### src/rtl/busSeqPkg.sv
package busSeqPkg;

  typedef enum logic [2:0] {
    S_READY,
    S_IDLE,
    S_T1,
    S_T2,
    S_TW,
    S_BURST
  } seqState_t;

  // strobes from control to datapath
  typedef struct packed {
    logic loadReq;
    logic addrInc;
    logic driveAddr;
    logic rdStb;
    logic wrStb;
    logic dataOe;
    logic capture;
  } seqStrobe_t;

endpackage

### src/rtl/busSeqCtrl.sv
module busSeqCtrl
  import busSeqPkg::*;
#(
  parameter int AREA_W      = 3,
  parameter int WAIT_W      = 3,
  parameter int BURST_BEATS = 4   // must be 2 or more
) (
  input  logic              clk,
  input  logic              rstN,
  input  logic              reqValid,
  input  logic [AREA_W-1:0] reqArea,
  input  logic              reqWrite,
  input  logic              reqBurst,
  input  logic              cfgRdIdleEn,
  input  logic              cfgWrIdleEn,
  input  logic [WAIT_W-1:0] cfgWaitCnt,
  input  logic              extWait,
  output logic              reqReady,
  output logic              done,
  output seqStrobe_t        stb
);

  localparam int BEAT_W = $clog2(BURST_BEATS) + 1;

  seqState_t         state;
  logic [WAIT_W-1:0] waitLeft;
  logic [BEAT_W-1:0] beatLeft;
  logic [AREA_W-1:0] curArea, lastArea;
  logic              curWrite, curBurst;
  logic              lastValid, lastWrite;
  logic              doneQ;

  logic accept, needIdle, fullLast, beatLast, strobing;

  always_comb begin
    accept   = (state == S_READY) && reqValid;
    needIdle = lastValid && !lastWrite &&
               ((!reqWrite && cfgRdIdleEn && (reqArea != lastArea)) ||
                ( reqWrite && cfgWrIdleEn));
    fullLast = ((state == S_T2) && (cfgWaitCnt == '0) && !extWait) ||
               ((state == S_TW) && (waitLeft == '0) && !extWait);
    beatLast = (state == S_BURST) && (beatLeft == BEAT_W'(1));
    strobing = (state == S_T2) || (state == S_TW) || (state == S_BURST);

    stb           = '0;
    stb.loadReq   = accept;
    stb.driveAddr = (state == S_T1) || strobing;
    stb.rdStb     = strobing && !curWrite;
    stb.wrStb     = strobing && curWrite;
    stb.dataOe    = curWrite && ((state == S_T1) || (state == S_T2) || (state == S_TW));
    stb.capture   = !curWrite && (fullLast || (state == S_BURST));
    stb.addrInc   = (fullLast && curBurst) || ((state == S_BURST) && !beatLast);
  end

  assign reqReady = (state == S_READY);
  assign done     = doneQ;

  always_ff @(posedge clk) begin
    if (!rstN) begin
      state     <= S_READY;
      waitLeft  <= '0;
      beatLeft  <= '0;
      curArea   <= '0;
      curWrite  <= 1'b0;
      curBurst  <= 1'b0;
      lastValid <= 1'b0;
      lastWrite <= 1'b0;
      lastArea  <= '0;
      doneQ     <= 1'b0;
    end else begin
      doneQ <= 1'b0;
      case (state)
        S_READY: begin
          if (accept) begin
            curArea  <= reqArea;
            curWrite <= reqWrite;
            curBurst <= reqBurst && !reqWrite;
            state    <= needIdle ? S_IDLE : S_T1;
          end
        end
        S_IDLE: state <= S_T1;
        S_T1:   state <= S_T2;
        S_T2: begin
          if (cfgWaitCnt != '0) begin
            waitLeft <= cfgWaitCnt - WAIT_W'(1);
            state    <= S_TW;
          end else if (extWait) begin
            waitLeft <= '0;
            state    <= S_TW;
          end
        end
        S_TW: begin
          if (waitLeft != '0) waitLeft <= waitLeft - WAIT_W'(1);
        end
        S_BURST: begin
          if (!beatLast) beatLeft <= beatLeft - BEAT_W'(1);
        end
        default: state <= S_READY;
      endcase

      if (fullLast && curBurst) begin
        state    <= S_BURST;
        beatLeft <= BEAT_W'(BURST_BEATS - 1);
      end else if ((fullLast && !curBurst) || beatLast) begin
        state     <= S_READY;
        doneQ     <= 1'b1;
        lastValid <= 1'b1;
        lastWrite <= curWrite;
        lastArea  <= curArea;
      end
    end
  end

  // an idle state lasts exactly one cycle and leads into the address state
  assert_idle_single_R2: assert property (@(posedge clk) disable iff (!rstN)
    (state == S_IDLE) |=> (state == S_T1));

  // nothing following a write is delayed by an idle state
  assert_after_write_R4: assert property (@(posedge clk) disable iff (!rstN)
    (accept && lastValid && lastWrite) |=> (state == S_T1));

  // an empty history never yields an idle state
  assert_first_access_R10: assert property (@(posedge clk) disable iff (!rstN)
    (accept && !lastValid) |=> (state == S_T1));

  // the pin keeps the cycle stretched once programmed waits are used up
  assert_pin_hold_R6: assert property (@(posedge clk) disable iff (!rstN)
    ((state == S_TW) && (waitLeft == '0) && extWait) |=> (state == S_TW));

  // beats advance every cycle whatever the wait pin does
  assert_beat_nowait_R8: assert property (@(posedge clk) disable iff (!rstN)
    ((state == S_BURST) && (beatLeft > BEAT_W'(1))) |=>
      ((state == S_BURST) && (beatLeft == $past(beatLeft) - BEAT_W'(1))));

  // done is a single-cycle pulse
  assert_done_pulse_R1: assert property (@(posedge clk) disable iff (!rstN)
    done |=> !done);

endmodule

### src/rtl/busSeqData.sv
module busSeqData
  import busSeqPkg::*;
#(
  parameter int ADDR_W = 16,
  parameter int DATA_W = 16
) (
  input  logic              clk,
  input  logic              rstN,
  input  seqStrobe_t        stb,
  input  logic [ADDR_W-1:0] reqAddr,
  input  logic [DATA_W-1:0] reqWdata,
  input  logic [DATA_W-1:0] busDataIn,
  output logic [ADDR_W-1:0] busAddr,
  output logic              busRd,
  output logic              busWr,
  output logic              busDataOe,
  output logic [DATA_W-1:0] busDataOut,
  output logic [DATA_W-1:0] rdata,
  output logic              dataValid
);

  logic [ADDR_W-1:0] addrQ;
  logic [DATA_W-1:0] wdataQ, rdataQ;
  logic              dataValidQ;

  always_ff @(posedge clk) begin
    if (!rstN) begin
      addrQ      <= '0;
      wdataQ     <= '0;
      rdataQ     <= '0;
      dataValidQ <= 1'b0;
    end else begin
      if (stb.loadReq) begin
        addrQ  <= reqAddr;
        wdataQ <= reqWdata;
      end else if (stb.addrInc) begin
        addrQ <= addrQ + ADDR_W'(1);
      end
      if (stb.capture) rdataQ <= busDataIn;
      dataValidQ <= stb.capture;
    end
  end

  assign busAddr    = stb.driveAddr ? addrQ : '0;
  assign busRd      = stb.rdStb;
  assign busWr      = stb.wrStb;
  assign busDataOe  = stb.dataOe;
  assign busDataOut = stb.dataOe ? wdataQ : '0;
  assign rdata      = rdataQ;
  assign dataValid  = dataValidQ;

  // each burst step moves the external address by one word
  assert_addr_step_R7: assert property (@(posedge clk) disable iff (!rstN)
    stb.addrInc |=> (busAddr == $past(busAddr) + ADDR_W'(1)));

  // the bus is never driven while a read strobe is active
  assert_oe_excl_R3: assert property (@(posedge clk) disable iff (!rstN)
    !(busDataOe && busRd));

  // the two strobes never overlap
  assert_strobe_excl_R1: assert property (@(posedge clk) disable iff (!rstN)
    !(busRd && busWr));

endmodule

### src/rtl/busSeq.sv
module busSeq
  import busSeqPkg::*;
#(
  parameter int AREA_W      = 3,
  parameter int ADDR_W      = 16,
  parameter int DATA_W      = 16,
  parameter int WAIT_W      = 3,
  parameter int BURST_BEATS = 4
) (
  input  logic              clk,
  input  logic              rstN,
  input  logic              reqValid,
  output logic              reqReady,
  input  logic [AREA_W-1:0] reqArea,
  input  logic              reqWrite,
  input  logic              reqBurst,
  input  logic [ADDR_W-1:0] reqAddr,
  input  logic [DATA_W-1:0] reqWdata,
  input  logic              cfgRdIdleEn,
  input  logic              cfgWrIdleEn,
  input  logic [WAIT_W-1:0] cfgWaitCnt,
  input  logic              extWait,
  output logic [ADDR_W-1:0] busAddr,
  output logic              busRd,
  output logic              busWr,
  output logic              busDataOe,
  output logic [DATA_W-1:0] busDataOut,
  input  logic [DATA_W-1:0] busDataIn,
  output logic [DATA_W-1:0] rdata,
  output logic              dataValid,
  output logic              done
);

  seqStrobe_t stb;

  busSeqCtrl #(
    .AREA_W(AREA_W), .WAIT_W(WAIT_W), .BURST_BEATS(BURST_BEATS)
  ) ctrl_i (
    .clk(clk), .rstN(rstN), .reqValid(reqValid), .reqArea(reqArea),
    .reqWrite(reqWrite), .reqBurst(reqBurst), .cfgRdIdleEn(cfgRdIdleEn),
    .cfgWrIdleEn(cfgWrIdleEn), .cfgWaitCnt(cfgWaitCnt), .extWait(extWait),
    .reqReady(reqReady), .done(done), .stb(stb)
  );

  busSeqData #(
    .ADDR_W(ADDR_W), .DATA_W(DATA_W)
  ) data_i (
    .clk(clk), .rstN(rstN), .stb(stb), .reqAddr(reqAddr), .reqWdata(reqWdata),
    .busDataIn(busDataIn), .busAddr(busAddr), .busRd(busRd), .busWr(busWr),
    .busDataOe(busDataOe), .busDataOut(busDataOut), .rdata(rdata),
    .dataValid(dataValid)
  );

endmodule

### config.mk
export PLATFORM = sky130hd
export DESIGN_NAME = busSeq
export DESIGN_NICKNAME = d
export VERILOG_FILES = /design/src/rtl/busSeqPkg.sv /design/src/rtl/busSeqCtrl.sv /design/src/rtl/busSeqData.sv /design/src/rtl/busSeq.sv
export SDC_FILE = /design/constraint.sdc
export NUM_CORES = 1
export LEC_CHECK = 0
export ABC_AREA = 1
export BUFFER_PORTS_ARGS = -buffer_cell sky130_fd_sc_hd__buf_2
export CAP_MARGIN = 20
export CORE_MARGIN = 1
export CORE_UTILIZATION = 40
export DETAILED_ROUTE_END_ITERATION = 8
export PLACE_DENSITY = 0.66
export RECOVER_POWER = 50
export SLEW_MARGIN = 0
export SYNTH_ARGS = -nofsm -noshare
export SYNTH_HDL_FRONTEND = slang
export SYNTH_SLANG_ARGS = --single-unit
### constraint.sdc
create_clock -name clk -period 2.95 [get_ports clk]
set_input_delay 0.59 -clock clk [delete_from_list [all_inputs] [get_ports clk]]
set_output_delay 0.59 -clock clk [all_outputs]
set_load 0.01 [all_outputs]
==> run_results.csv <==
group,metric,value,unit
yosys,synth_commonest_cells,"nor2_1, nand2_1, inv_1, dfxtp_1, a21oi_1",
detailed_routing,wirelength,8.65,mm
yosys,async_flop_share,0,%
yosys,ys.flop_type,"dfxtp_1",
global_routing,grt_start_max_net_pins,55,
placed_design,portBuffers,115,
sta,slew_viol_final,0,
critical_path,cp.required,2360,ps
pwr,peakVddDrop,0.281,mV
sta,hold_viol,0,
cts,clock_sinks,69,
global_routing,grtUsageTotal,19.6,%
detailed_routing,ant_nets,0,
cts,cts_setup_buffers,0,
sta,fmax,374,MHz
critical_path,worstSetupPathType,"reg2out",
final_layout,finalInstanceArea,4270,um^2
yosys,syn-cell-area,3480,um^2
placed_design,place_area,4090,um^2
critical_path,critPathCaptureType,"primary output",
sta,setup_viol,0,
sta,finalCritPeriodShare,90.6,%
critical_path,worstSetupPathDepth,6,
sta,fin_worst_skew,10.6,ps
detailed_routing,drt-pass1-iter-count,4,
placed_design,globalplace.congestion,0.867,
yosys,synthCells,522,
yosys,ys_seq_area_share,39.7,%
final_layout,syn_to_final_growth,22.6,%
yosys,yosysWarnings,0,
cts,clk_latency,340,ps
critical_path,r2r-end,"data_i.addrQ[15]$_SDFFE_PN0P_",
critical_path,cpMostUsedCell,"nor2_2",
sta,rsz0062_at_grt,"false",
critical_path,cp_cell_sequence,"nor2_2 -> nand2_2 -> nand3_1 -> nor2_2 -> nor2_1 -> buf_2",
critical_path,reg2reg_from,"ctrl_i.state[2]$_SDFFE_PN0P_",
cts,htreeDepth,3,
detailed_routing,drt-wirelength-per-cell,11.7,um
cts,ctsHoldBuffers,0,
outcome,status,"complete, no violations",
yosys,yosysMostFrequentCell,"nor2_1",
yosys,synth_top_area_share,39.7,%
critical_path,cp_max_fo,16,
detailed_routing,vias,3599,
floorplanning,die_x,95.3,um
hold_path,worstHoldEndpoint,"data_i.wdataQ[13]$_SDFFE_PN0P_",
hold_path,hold_depth,2,
cts,ctsResizeCount,0,
pwr,leakagePower,2.02,nW
sta,slew_headroom,13.5,%
yosys,ys_ff_latch,69,
critical_path,worstPathArrival,2080,ps
floorplanning,fp.coreArea,8340,um^2
yosys,synth_fp_nets,591,
yosys,synth_edf_count,0,
cts,clockBufferDepth,2,
floorplanning,die-area,9090,um^2
floorplanning,io_pins,116,
global_routing,grt_overflow_total,0,
critical_path,reg2regPathDepth,6,
critical_path,rrSetupSlack,280,ps
final_layout,fin_util,51.2,%
yosys,syn_avg_cell_area,6.67,um^2
flow_run,max_cap_violations,0,
floorplanning,initial_utilization,41.8,%
global_routing,antenna_found_initial,0,
final_layout,final_cells,738,
placed_design,hpwlAfterDp,6.26,mm
cts,cts_inserted_buffers,9,
floorplanning,die_y,95.3,um
sta,setup_tns,0,ps
critical_path,crit_family,"simple AND/OR/NAND/NOR gates",
pwr,power_density,549,nW/um^2
critical_path,path_buf_inv,1,
sta,min_period,2670,ps
final_layout,diodes,0,
sta,whs,453,ps
detailed_routing,drc,0,
hold_path,hp-start,"data_i.wdataQ[13]$_SDFFE_PN0P_",
yosys,synth.area.top_cells,"dfxtp_1, nor2_1, nand2_1",
yosys,synth_top_cell_by_area,"dfxtp_1",
critical_path,crit_path_top_delay_cell,"nor2_2",
global_routing,grt_pass1_wl,13.9,mm
floorplanning,rows,33,
placed_design,dpl.cell_count,723,
global_routing,grt_pass1_vias,3232,
cts,cts.clk_slew.worst_paths,80,ps
sta,worst_pin_slew,1300,ps
critical_path,critPathMaxStageDelay,530,ps
final_layout,nets,698,
detailed_routing,vias_per_cell,4.88,
hold_path,min_path_type,"reg2reg",
critical_path,critPathLaunchType,"flop",
cts,cts_tree,"yes",
yosys,synth_cell_types,35,
cts,root_buffer,"clkbuf_8",
detailed_routing,drtIter0Drc,160,
final_layout,final_layout_size_suffix_gt1_share,20.2,%
==> through the flow <==
stage	power, mW	setup slack, ps
after CTS	2.38	237
after detailed placement	1.45	651
after floorplan	1.33	971
after global placement	1.44	744
after global routing	2.48	32.3
final	2.34	279
==> report_power, final <==
group	internal, mW	leakage [nW]	switching, mW
Clock	0.558	0.116	0.365
Sequential	0.996	0.564	0.0414
Combinational	0.140	1.34	0.245
==> state kept, by name (all words and copies together), names as in the netlist, 3 cells and up <==
signal,cells
data_i.addrQ,16
data_i.rdata,16
data_i.wdataQ,16
ctrl_i.beatLeft,3
ctrl_i.curArea,3
ctrl_i.lastArea,3
ctrl_i.state,3
ctrl_i.waitLeft,3
==> how the worst max path moves through the flow <==
stage,from,endpoint
6_report,ctrl_i.state[0]$_SDFFE_PN0P_,busAddr[9]
2_1_floorplan,ctrl_i.state[0]$_SDFFE_PN0P_,busDataOut[10]
5_1_grt,ctrl_i.state[2]$_SDFFE_PN0P_,data_i.addrQ[15]$_SDFFE_PN0P_
3_3_place_gp,ctrl_i.state[0]$_SDFFE_PN0P_,busAddr[14]
3_5_place_dp,ctrl_i.state[0]$_SDFFE_PN0P_,busAddr[10]
4_1_cts,ctrl_i.state[0]$_SDFFE_PN0P_,busAddr[10]
==> routing by layer <==
layer | track usage [%] | vias to the layer above | wire length [um]
met5 | 0 | - | 0
met4 | 6.31 | 0 | 109
met3 | 5.42 | 9 | 595
met2 | 35.2 | 96 | 3980
met1 | 22.3 | 1634 | 3970
li1 | - | 1860 | -
==> cells by family after synthesis <==
group	count (synthesis)	share of synthesized area, %
XOR/XNOR	4	1.01
adder cells (fa/ha/maj)	7	2.51
multiplexers	1	0.287
AND/OR/NAND/NOR	225	26.9
AO/OA/AOI/OAI	118	17.9
buffers and inverters	98	11.7
flip-flops	69	39.7
==> area by class of cell <==
type                       instances  area [um^2]
tap                              105          131
fill                             874         4070
multi-input combinational        355         1670
sequential                        69         1380
clock buffer                       9          124
timing repair buffer             117          561
inverter                          77          290
clock inverter                     6          111
==> worst min-delay path, stage by stage (launching register included) <==
cell and delay (ps):
dfxtp_1 300, inv_1 60, a21oi_1 50
==> layout by cell type, fill, tap and decap left out <==
cell type / n
a211oi_1: 2
a21oi_1: 41
a21oi_2: 2
a311oi_1: 1
a31oi_1: 2
buf_2: 96
bufinv_16: 3
clkbuf_1: 20
clkbuf_2: 1
clkbuf_8: 9
clkinv_1: 1
clkinv_2: 2
clkinvlp_4: 1
dfxtp_1: 69
ha_1: 7
inv_1: 72
inv_2: 3
inv_6: 1
mux2i_1: 1
nand2_1: 84
nand2_2: 2
nand3_1: 20
nand3_2: 3
nand4_1: 3
nor2_1: 105
nor2_2: 2
nor3_1: 4
o211ai_1: 1
o211ai_2: 1
o21ai_0: 45
o21ai_1: 20
o22ai_1: 2
o31ai_1: 1
or2_2: 2
xor2_1: 4
No activity file was read; power rests on OpenSTA's default activity.
